**src/rtl/dram_ctrl_pkg.sv**
```systemverilog
package dram_ctrl_pkg;
  localparam int unsigned COL_MIN = 8;
  localparam int unsigned COL_MAX = 10;

  typedef enum logic [3:0] {
    ST_IDLE, ST_PRE, ST_ROW, ST_COL, ST_OPEN,
    ST_CLOSE, ST_RCAS, ST_RRAS, ST_SELF, ST_RPRE
  } dram_st_e;

  function automatic int unsigned col_bits(input logic [1:0] sel);
    case (sel)
      2'd0:    col_bits = 8;
      2'd1:    col_bits = 9;
      default: col_bits = 10;
    endcase
  endfunction
endpackage

```
**src/rtl/dram_addr_split.sv**
```systemverilog
module dram_addr_split
  import dram_ctrl_pkg::*;
#(
  parameter int unsigned ADDR_W = 23,
  parameter int unsigned MA_W   = 10,
  localparam int unsigned ROW_W = ADDR_W - COL_MIN
) (
  input  logic [ADDR_W-1:0] addr_i,
  input  logic [1:0]        col_sel_i,
  output logic [ROW_W-1:0]  row_o,
  output logic [MA_W-1:0]   col_o
);
  logic [MA_W-1:0] col_mask;

  always_comb begin
    col_mask = MA_W'((1 << col_bits(col_sel_i)) - 1);
    col_o    = addr_i[MA_W-1:0] & col_mask;
    case (col_sel_i)
      2'd0:    row_o = addr_i[ADDR_W-1:8];
      2'd1:    row_o = {1'b0, addr_i[ADDR_W-1:9]};
      default: row_o = {2'b00, addr_i[ADDR_W-1:10]};
    endcase
  end
endmodule

```
**src/rtl/dram_page_trk.sv**
```systemverilog
module dram_page_trk #(
  parameter int unsigned ROW_W = 15,
  parameter int unsigned MA_W  = 10
) (
  input  logic             clk_i,
  input  logic             rst_ni,
  input  logic             accept_i,
  input  logic [ROW_W-1:0] row_i,
  input  logic [MA_W-1:0]  col_i,
  input  logic [2:0]       area_i,
  input  logic [1:0]       be_i,
  input  logic             we_i,
  output logic [ROW_W-1:0] row_o,
  output logic [MA_W-1:0]  col_o,
  output logic [1:0]       be_o,
  output logic             we_o,
  output logic             hit_o
);
  logic [2:0] area_q;

  always_ff @(posedge clk_i or negedge rst_ni) begin
    if (!rst_ni) begin
      row_o  <= '0;
      col_o  <= '0;
      area_q <= '0;
      be_o   <= '0;
      we_o   <= 1'b0;
    end else if (accept_i) begin
      row_o  <= row_i;
      col_o  <= col_i;
      area_q <= area_i;
      be_o   <= be_i;
      we_o   <= we_i;
    end
  end

  assign hit_o = (area_i == area_q) && (row_i == row_o);
endmodule

```
**src/rtl/dram_ref_req.sv**
```systemverilog
module dram_ref_req (
  input  logic clk_i,
  input  logic rst_ni,
  input  logic tick_i,
  input  logic take_i,
  output logic ref_req_o
);
  logic pend_q;

  always_ff @(posedge clk_i or negedge rst_ni) begin
    if (!rst_ni)     pend_q <= 1'b0;
    else if (take_i) pend_q <= 1'b0;
    else             pend_q <= pend_q | tick_i;
  end

  assign ref_req_o = pend_q | tick_i;
endmodule

```
**src/rtl/dram_seq.sv**
```systemverilog
module dram_seq
  import dram_ctrl_pkg::*;
#(
  parameter int unsigned ROW_W = 15,
  parameter int unsigned MA_W  = 10
) (
  input  logic             clk_i,
  input  logic             rst_ni,
  input  logic             req_i,
  input  logic             acc_ok_i,
  input  logic             area_ok_i,
  input  logic             hit_i,
  input  logic             ref_req_i,
  input  logic             self_ref_i,
  input  logic [ROW_W-1:0] row_i,
  input  logic [MA_W-1:0]  col_i,
  input  logic [1:0]       be_i,
  input  logic             we_i,
  output logic             accept_o,
  output logic             take_o,
  output logic [MA_W-1:0]  ma_o,
  output logic             ras_n_o,
  output logic             ucas_n_o,
  output logic             lcas_n_o,
  output logic             we_n_o,
  output logic             rdy_o
);
  dram_st_e st_q, st_d;
  logic     self_q;
  logic     decide;
  logic [1:0] cas_n;

  assign decide   = (st_q == ST_IDLE) || (st_q == ST_OPEN);
  assign take_o   = decide && ref_req_i;
  assign accept_o = decide && !ref_req_i && acc_ok_i;

  always_comb begin
    st_d = st_q;
    case (st_q)
      ST_IDLE:  if (take_o) st_d = ST_RCAS;
                else if (accept_o) st_d = ST_PRE;
      ST_OPEN:  if (take_o) st_d = ST_CLOSE;
                else if (accept_o) st_d = hit_i ? ST_COL : ST_PRE;
      ST_PRE:   st_d = ST_ROW;
      ST_ROW:   st_d = ST_COL;
      ST_COL:   st_d = ST_OPEN;
      ST_CLOSE: st_d = ST_RCAS;
      ST_RCAS:  st_d = ST_RRAS;
      ST_RRAS:  st_d = self_q ? ST_SELF : ST_RPRE;
      ST_SELF:  if (!self_ref_i) st_d = ST_RPRE;
      ST_RPRE:  st_d = ST_IDLE;
      default:  st_d = ST_IDLE;
    endcase
  end

  always_ff @(posedge clk_i or negedge rst_ni) begin
    if (!rst_ni) begin
      st_q   <= ST_IDLE;
      self_q <= 1'b0;
    end else begin
      st_q <= st_d;
      if (take_o) self_q <= self_ref_i;
    end
  end

  // per-lane CAS: refresh drives both, column cycle follows byte enables
  for (genvar i = 0; i < 2; i++) begin : g_lane
    assign cas_n[i] = !(((st_q == ST_COL) && be_i[i]) ||
                        (st_q == ST_RCAS) || (st_q == ST_RRAS) || (st_q == ST_SELF));
  end

  assign ras_n_o  = !((st_q == ST_ROW) || (st_q == ST_COL) || (st_q == ST_OPEN) ||
                      (st_q == ST_RRAS) || (st_q == ST_SELF));
  assign ucas_n_o = cas_n[1];
  assign lcas_n_o = cas_n[0];
  assign we_n_o   = !((st_q == ST_COL) && we_i);
  assign rdy_o    = (st_q == ST_COL);
  assign ma_o     = (st_q == ST_ROW) ? row_i[MA_W-1:0] : col_i;

  p_area_r1: assert property (@(posedge clk_i) disable iff (!rst_ni)
    (st_q == ST_IDLE && req_i && !area_ok_i && !ref_req_i) |=> ras_n_o);
  p_rdy_strobe_r2: assert property (@(posedge clk_i) disable iff (!rst_ni)
    rdy_o |-> (!ras_n_o && !(ucas_n_o && lcas_n_o)));
  p_we_col_r5: assert property (@(posedge clk_i) disable iff (!rst_ni)
    !we_n_o |-> rdy_o);
  p_pre_row_r7: assert property (@(posedge clk_i) disable iff (!rst_ni)
    ($fell(ras_n_o) && ucas_n_o && lcas_n_o) |-> $past(ucas_n_o && lcas_n_o));
  p_cbr_order_r8: assert property (@(posedge clk_i) disable iff (!rst_ni)
    ($fell(ras_n_o) && !ucas_n_o) |-> $past(!ucas_n_o && !lcas_n_o));
  p_cbr_ras_next_r8: assert property (@(posedge clk_i) disable iff (!rst_ni)
    (!ucas_n_o && ras_n_o) |=> !ras_n_o);
  p_post_ref_high_r8: assert property (@(posedge clk_i) disable iff (!rst_ni)
    ($rose(ras_n_o) && $past(!ucas_n_o)) |-> (ucas_n_o && lcas_n_o));
endmodule

```
**src/rtl/dram_ctrl.sv**
```systemverilog
module dram_ctrl
  import dram_ctrl_pkg::*;
#(
  parameter int unsigned ADDR_W  = 23,
  parameter int unsigned MA_W    = 10,
  parameter int unsigned AREA_LO = 2,
  parameter int unsigned AREA_HI = 5
) (
  input  logic              clk_i,
  input  logic              rst_ni,
  input  logic              req_i,
  input  logic [2:0]        area_i,
  input  logic [ADDR_W-1:0] addr_i,
  input  logic              we_i,
  input  logic [1:0]        be_i,
  input  logic [1:0]        col_sel_i,
  input  logic              ref_tick_i,
  input  logic              self_ref_i,
  output logic [MA_W-1:0]   ma_o,
  output logic              ras_n_o,
  output logic              ucas_n_o,
  output logic              lcas_n_o,
  output logic              we_n_o,
  output logic              rdy_o
);
  localparam int unsigned ROW_W = ADDR_W - COL_MIN;

  logic [ROW_W-1:0] row_w, row_q;
  logic [MA_W-1:0]  col_w, col_q;
  logic [1:0]       be_q;
  logic             we_q, hit, accept, take, ref_req, area_ok, acc_ok;

  assign area_ok = (32'(area_i) >= AREA_LO) && (32'(area_i) <= AREA_HI);
  assign acc_ok  = req_i && area_ok && (be_i != 2'b00);

  dram_addr_split #(.ADDR_W(ADDR_W), .MA_W(MA_W)) u_split (
    .addr_i(addr_i), .col_sel_i(col_sel_i), .row_o(row_w), .col_o(col_w)
  );

  dram_page_trk #(.ROW_W(ROW_W), .MA_W(MA_W)) u_page (
    .clk_i(clk_i), .rst_ni(rst_ni), .accept_i(accept),
    .row_i(row_w), .col_i(col_w), .area_i(area_i), .be_i(be_i), .we_i(we_i),
    .row_o(row_q), .col_o(col_q), .be_o(be_q), .we_o(we_q), .hit_o(hit)
  );

  dram_ref_req u_ref (
    .clk_i(clk_i), .rst_ni(rst_ni), .tick_i(ref_tick_i), .take_i(take),
    .ref_req_o(ref_req)
  );

  dram_seq #(.ROW_W(ROW_W), .MA_W(MA_W)) u_seq (
    .clk_i(clk_i), .rst_ni(rst_ni), .req_i(req_i), .acc_ok_i(acc_ok),
    .area_ok_i(area_ok), .hit_i(hit), .ref_req_i(ref_req),
    .self_ref_i(self_ref_i), .row_i(row_q), .col_i(col_q), .be_i(be_q),
    .we_i(we_q), .accept_o(accept), .take_o(take), .ma_o(ma_o),
    .ras_n_o(ras_n_o), .ucas_n_o(ucas_n_o), .lcas_n_o(lcas_n_o),
    .we_n_o(we_n_o), .rdy_o(rdy_o)
  );
endmodule

```
**config.mk**
```make
export PLATFORM = sky130hd
export DESIGN_NAME = dram_ctrl
export DESIGN_NICKNAME = d
export VERILOG_FILES = /design/src/rtl/dram_ctrl_pkg.sv /design/src/rtl/dram_addr_split.sv /design/src/rtl/dram_page_trk.sv /design/src/rtl/dram_ref_req.sv /design/src/rtl/dram_seq.sv /design/src/rtl/dram_ctrl.sv
export SDC_FILE = /design/constraint.sdc
export NUM_CORES = 1
export LEC_CHECK = 0
export BUFFER_PORTS_ARGS = -buffer_cell sky130_fd_sc_hd__clkbuf_2
export CAP_MARGIN = 10
export CORE_MARGIN = 8
export CORE_UTILIZATION = 35
export CTS_BUF_LIST = sky130_fd_sc_hd__clkbuf_4
export CTS_CLUSTER_DIAMETER = 50
export DETAILED_ROUTE_END_ITERATION = 7
export GPL_TIMING_DRIVEN = 0
export SLEW_MARGIN = 25
export SYNTH_ARGS = -nofsm -noshare
export SYNTH_HDL_FRONTEND = slang
export SYNTH_SLANG_ARGS = --single-unit
```
**constraint.sdc**
```tcl
create_clock -name clk_i -period 5.25 [get_ports clk_i]
set_clock_uncertainty 0.2 [all_clocks]
set_input_delay 0.525 -clock clk_i [delete_from_list [all_inputs] [get_ports clk_i]]
set_output_delay 0.525 -clock clk_i [all_outputs]
set_load 0.02 [all_outputs]
```
==> flow_metrics.env <==
export IMPL_outcome="finished clean"
export IMPL_ys_ff_latch=37
export IMPL_worstPathCellList="clkbuf_1, nor4b_1, clkbuf_1, mux2_2, clkbuf_2"
export IMPL_grt_max_degree=38
export IMPL_cp_common_cell="clkbuf_1"
export IMPL_p_comb_share_pct=47.3
export IMPL_h_tree_depth=2
export IMPL_synth_async_reset_ratio_pct=100
export IMPL_final_layout_size_suffix_gt1_share_pct=32.6
export IMPL_crit_type="register to output pin"
export IMPL_dieArea_um2=9400
export IMPL_core_area_um2=6350
export IMPL_maxSlewHeadroom_pct=44.2
export IMPL_timing_final_crit_share_pct=60.6
export IMPL_syn_num_nets=276
export IMPL_setup_violations=0
export IMPL_crit_slowest_cell="clkbuf_1"
export IMPL_die_h_um=97.0
export IMPL_drt_initial_drc_count=129
export IMPL_rsz0062_at_grt="no"
export IMPL_post_drt_wl_per_cell_um=15.6
export IMPL_synthFlopType="dfrtp_1"
export IMPL_port_buffers=50
export IMPL_critPathMaxFanout=10
export IMPL_grt_overflow=0
export IMPL_firstDrtPassIters=5
export IMPL_power_frac_clock_pct=15.9
export IMPL_cts_root_buffer="clkbuf_4"
export IMPL_setup_slack_ps=2070
export IMPL_grt_pass1_wl_mm=9.70
export IMPL_antenna_found_initial=0
export IMPL_dp_slack_ps=2470
export IMPL_drc=0
export IMPL_power_density_nw_per_um2=468
export IMPL_cts_tree="yes"
export IMPL_place_congestion=0.834
export IMPL_totalWireLength_mm=5.87
export IMPL_grt_pass1_vias=2003
export IMPL_layout_nets=333
export IMPL_worst_pin_slew_ps=837
export IMPL_p_sw_uw=512
export IMPL_max_stage_delay_ps=550
export IMPL_postRouteAntennaNets=0
export IMPL_hold_class="input port to asynchronous set/reset pin"
export IMPL_cts_buffers=5
export IMPL_n_antenna_cell=0
export IMPL_end_kind="output pin"
export IMPL_die_width_um=97.0
export IMPL_start_util_pct=36.1
export IMPL_start_kind="register"
export IMPL_clock_sinks=37
export IMPL_synthCells=240
export IMPL_hold_viol=0
export IMPL_post_cts_buffers=0
export IMPL_swShare_pct=40.2
export IMPL_ios=51
export IMPL_ys_seq_area_share_pct=40.4
export IMPL_period_minus_slack_ps=3180
export IMPL_arrival_ps=2450
export IMPL_max_freq_mhz=315
export IMPL_vias_per_cell=5.20
export IMPL_p_int_uw=760
export IMPL_final_core_util_pct=42.8
export IMPL_drv_slew=0
export IMPL_crit_required_ps=4530
export IMPL_cellLeakagePower_nw=1.27
export IMPL_cts_resized=0
export IMPL_synth_area_um2=2290
export IMPL_dp_hpwl_mm=4.51
export IMPL_clkLatencyLatePin_ps=350
export IMPL_vias=1949
export IMPL_yosys_warnings=0
export IMPL_synth_edff_count=0
export IMPL_grt_total_usage_pct=12.2
export IMPL_ctsLongestPathBuffers=2
export IMPL_rows=29
export IMPL_peakVddDrop_v=0.000196
export IMPL_clk_pin_slew_worst_paths_ps=120
export IMPL_layout_common_cells="clkbuf_2, dfrtp_1, mux2_2"
export IMPL_drv_cap=0
export IMPL_final_common_cell="clkbuf_2"
export IMPL_pwr_share_seq_pct=36.8
export IMPL_area_delta_synth_final_pct=18.5
export IMPL_syn_avg_cell_area_um2=9.56
export IMPL_setup_tns_ps=0
export IMPL_synth_cell_types=43
export IMPL_hold_buffers=0
[metrics by stage]
step / hold WS [ps] / power, mW / cells / area [um^2]
global placement: 260 / 1.07 / 367 / 2640
floorplan: 29.4 / 0.906 / 240 / 2290
detailed placement: 276 / 1.08 / 367 / 2640
finish: 58.6 / 1.27 / 375 / 2720
global route: 135 / 1.37 / 375 / 2720
CTS: 130 / 1.29 / 375 / 2720
[metal layers]
layer	vias up	track usage [%]	part of all wire (%)
met3	5	2.63	3.0
met5	-	0	0
li1	970	-	-
met1	933	16.0	48
met4	0	3.91	1.2
met2	41	19.5	48
[cells in the mapped netlist, drive strengths merged (2+ instances only)]
cell     number  area, um^2
a211o         2        17.5
a211oi        2        15.0
a21oi         9        48.8
buf           6        36.3
clkbuf        8        33.8
dfrtp        37         926
inv          12        45.0
mux2         31         349
mux2i        15         150
nand2        26         100
nand2b        3        18.8
nand4         3        18.8
nor2         18        67.6
nor3          6        30.0
o2111ai       2        17.5
o21ai        25         125
o21bai        2        15.0
o22a          2        17.5
o22ai         2        12.5
o31ai         4        35.0
xnor2        11        96.3
xor2          2        17.5
[power by group through the flow]
stage | sequential (mW) | clock (mW) | combinational (mW)
floorplan | 0.452 | 0 | 0.453
global placement | 0.471 | 0 | 0.596
detailed placement | 0.475 | 0 | 0.606
CTS | 0.468 | 0.208 | 0.610
global route | 0.483 | 0.219 | 0.670
finish | 0.468 | 0.203 | 0.601
[layout make-up]
class                      instances  area (um^2)
fill                             645         3630
multi-input combinational        177         1250
sequential                        37          926
timing repair buffer              50          250
tap                               77         96.3
buffer                            14         70.1
clock buffer                       6         45.0
inverter                          12         45.0
clock inverter                     2         33.8
[logic make-up after synthesis]
kind of cell	after synthesis	synth area share [%]
AOI/OAI and AO/OA	58	16.2
buffers and inverters	26	5.02
xor gates and xnor gates	13	4.96
DFF	37	40.4
muxes	46	21.8
and+or+nand+nor	60	11.7
[registers in the layout, summed over array words and instances (netlist names)]
| register | flops |
|---|---|
| u_page.row_o | 15 |
| u_page.be_o | 2 |
| u_seq.self_q | 1 |
| u_page.area_q | 3 |
| u_ref.pend_q | 1 |
| u_seq.st_q | 4 |
| u_page.col_o | 10 |
| u_page.we_o | 1 |
[worst paths after layout]
| kind | cells past startpoint | slack [ps] | to | start |
|---|---|---|---|---|
| setup / recovery | 5 | 2070 | ma_o[7] | u_seq.st_q[1]$_DFFE_PN0P_ |
| hold / removal | 1 | 60 | u_page.col_o[9]$_DFFE_PN0P_ | rst_ni |
| setup reg to reg | 6 | 2910 | u_page.col_o[1]$_DFFE_PN0P_ | u_seq.st_q[0]$_DFFE_PN0P_ |
| hold reg to reg | 2 | 300 | u_page.col_o[9]$_DFFE_PN0P_ | u_page.col_o[9]$_DFFE_PN0P_ |
| max in group asynchronous | 1 | 4250 | u_page.col_o[2]$_DFFE_PN0P_ | rst_ni |
| min in group clk_i | 2 | 200 | u_page.col_o[5]$_DFFE_PN0P_ | addr_i[5] |
[critical path, delay by kind of cell, from the launching register on]
kind	cells	cell delay, ps
DFF	1	360
buffers and inverters	3	1050
and+or+nand+nor	1	280
muxes	1	410
(Power assumes the default switching activity.)
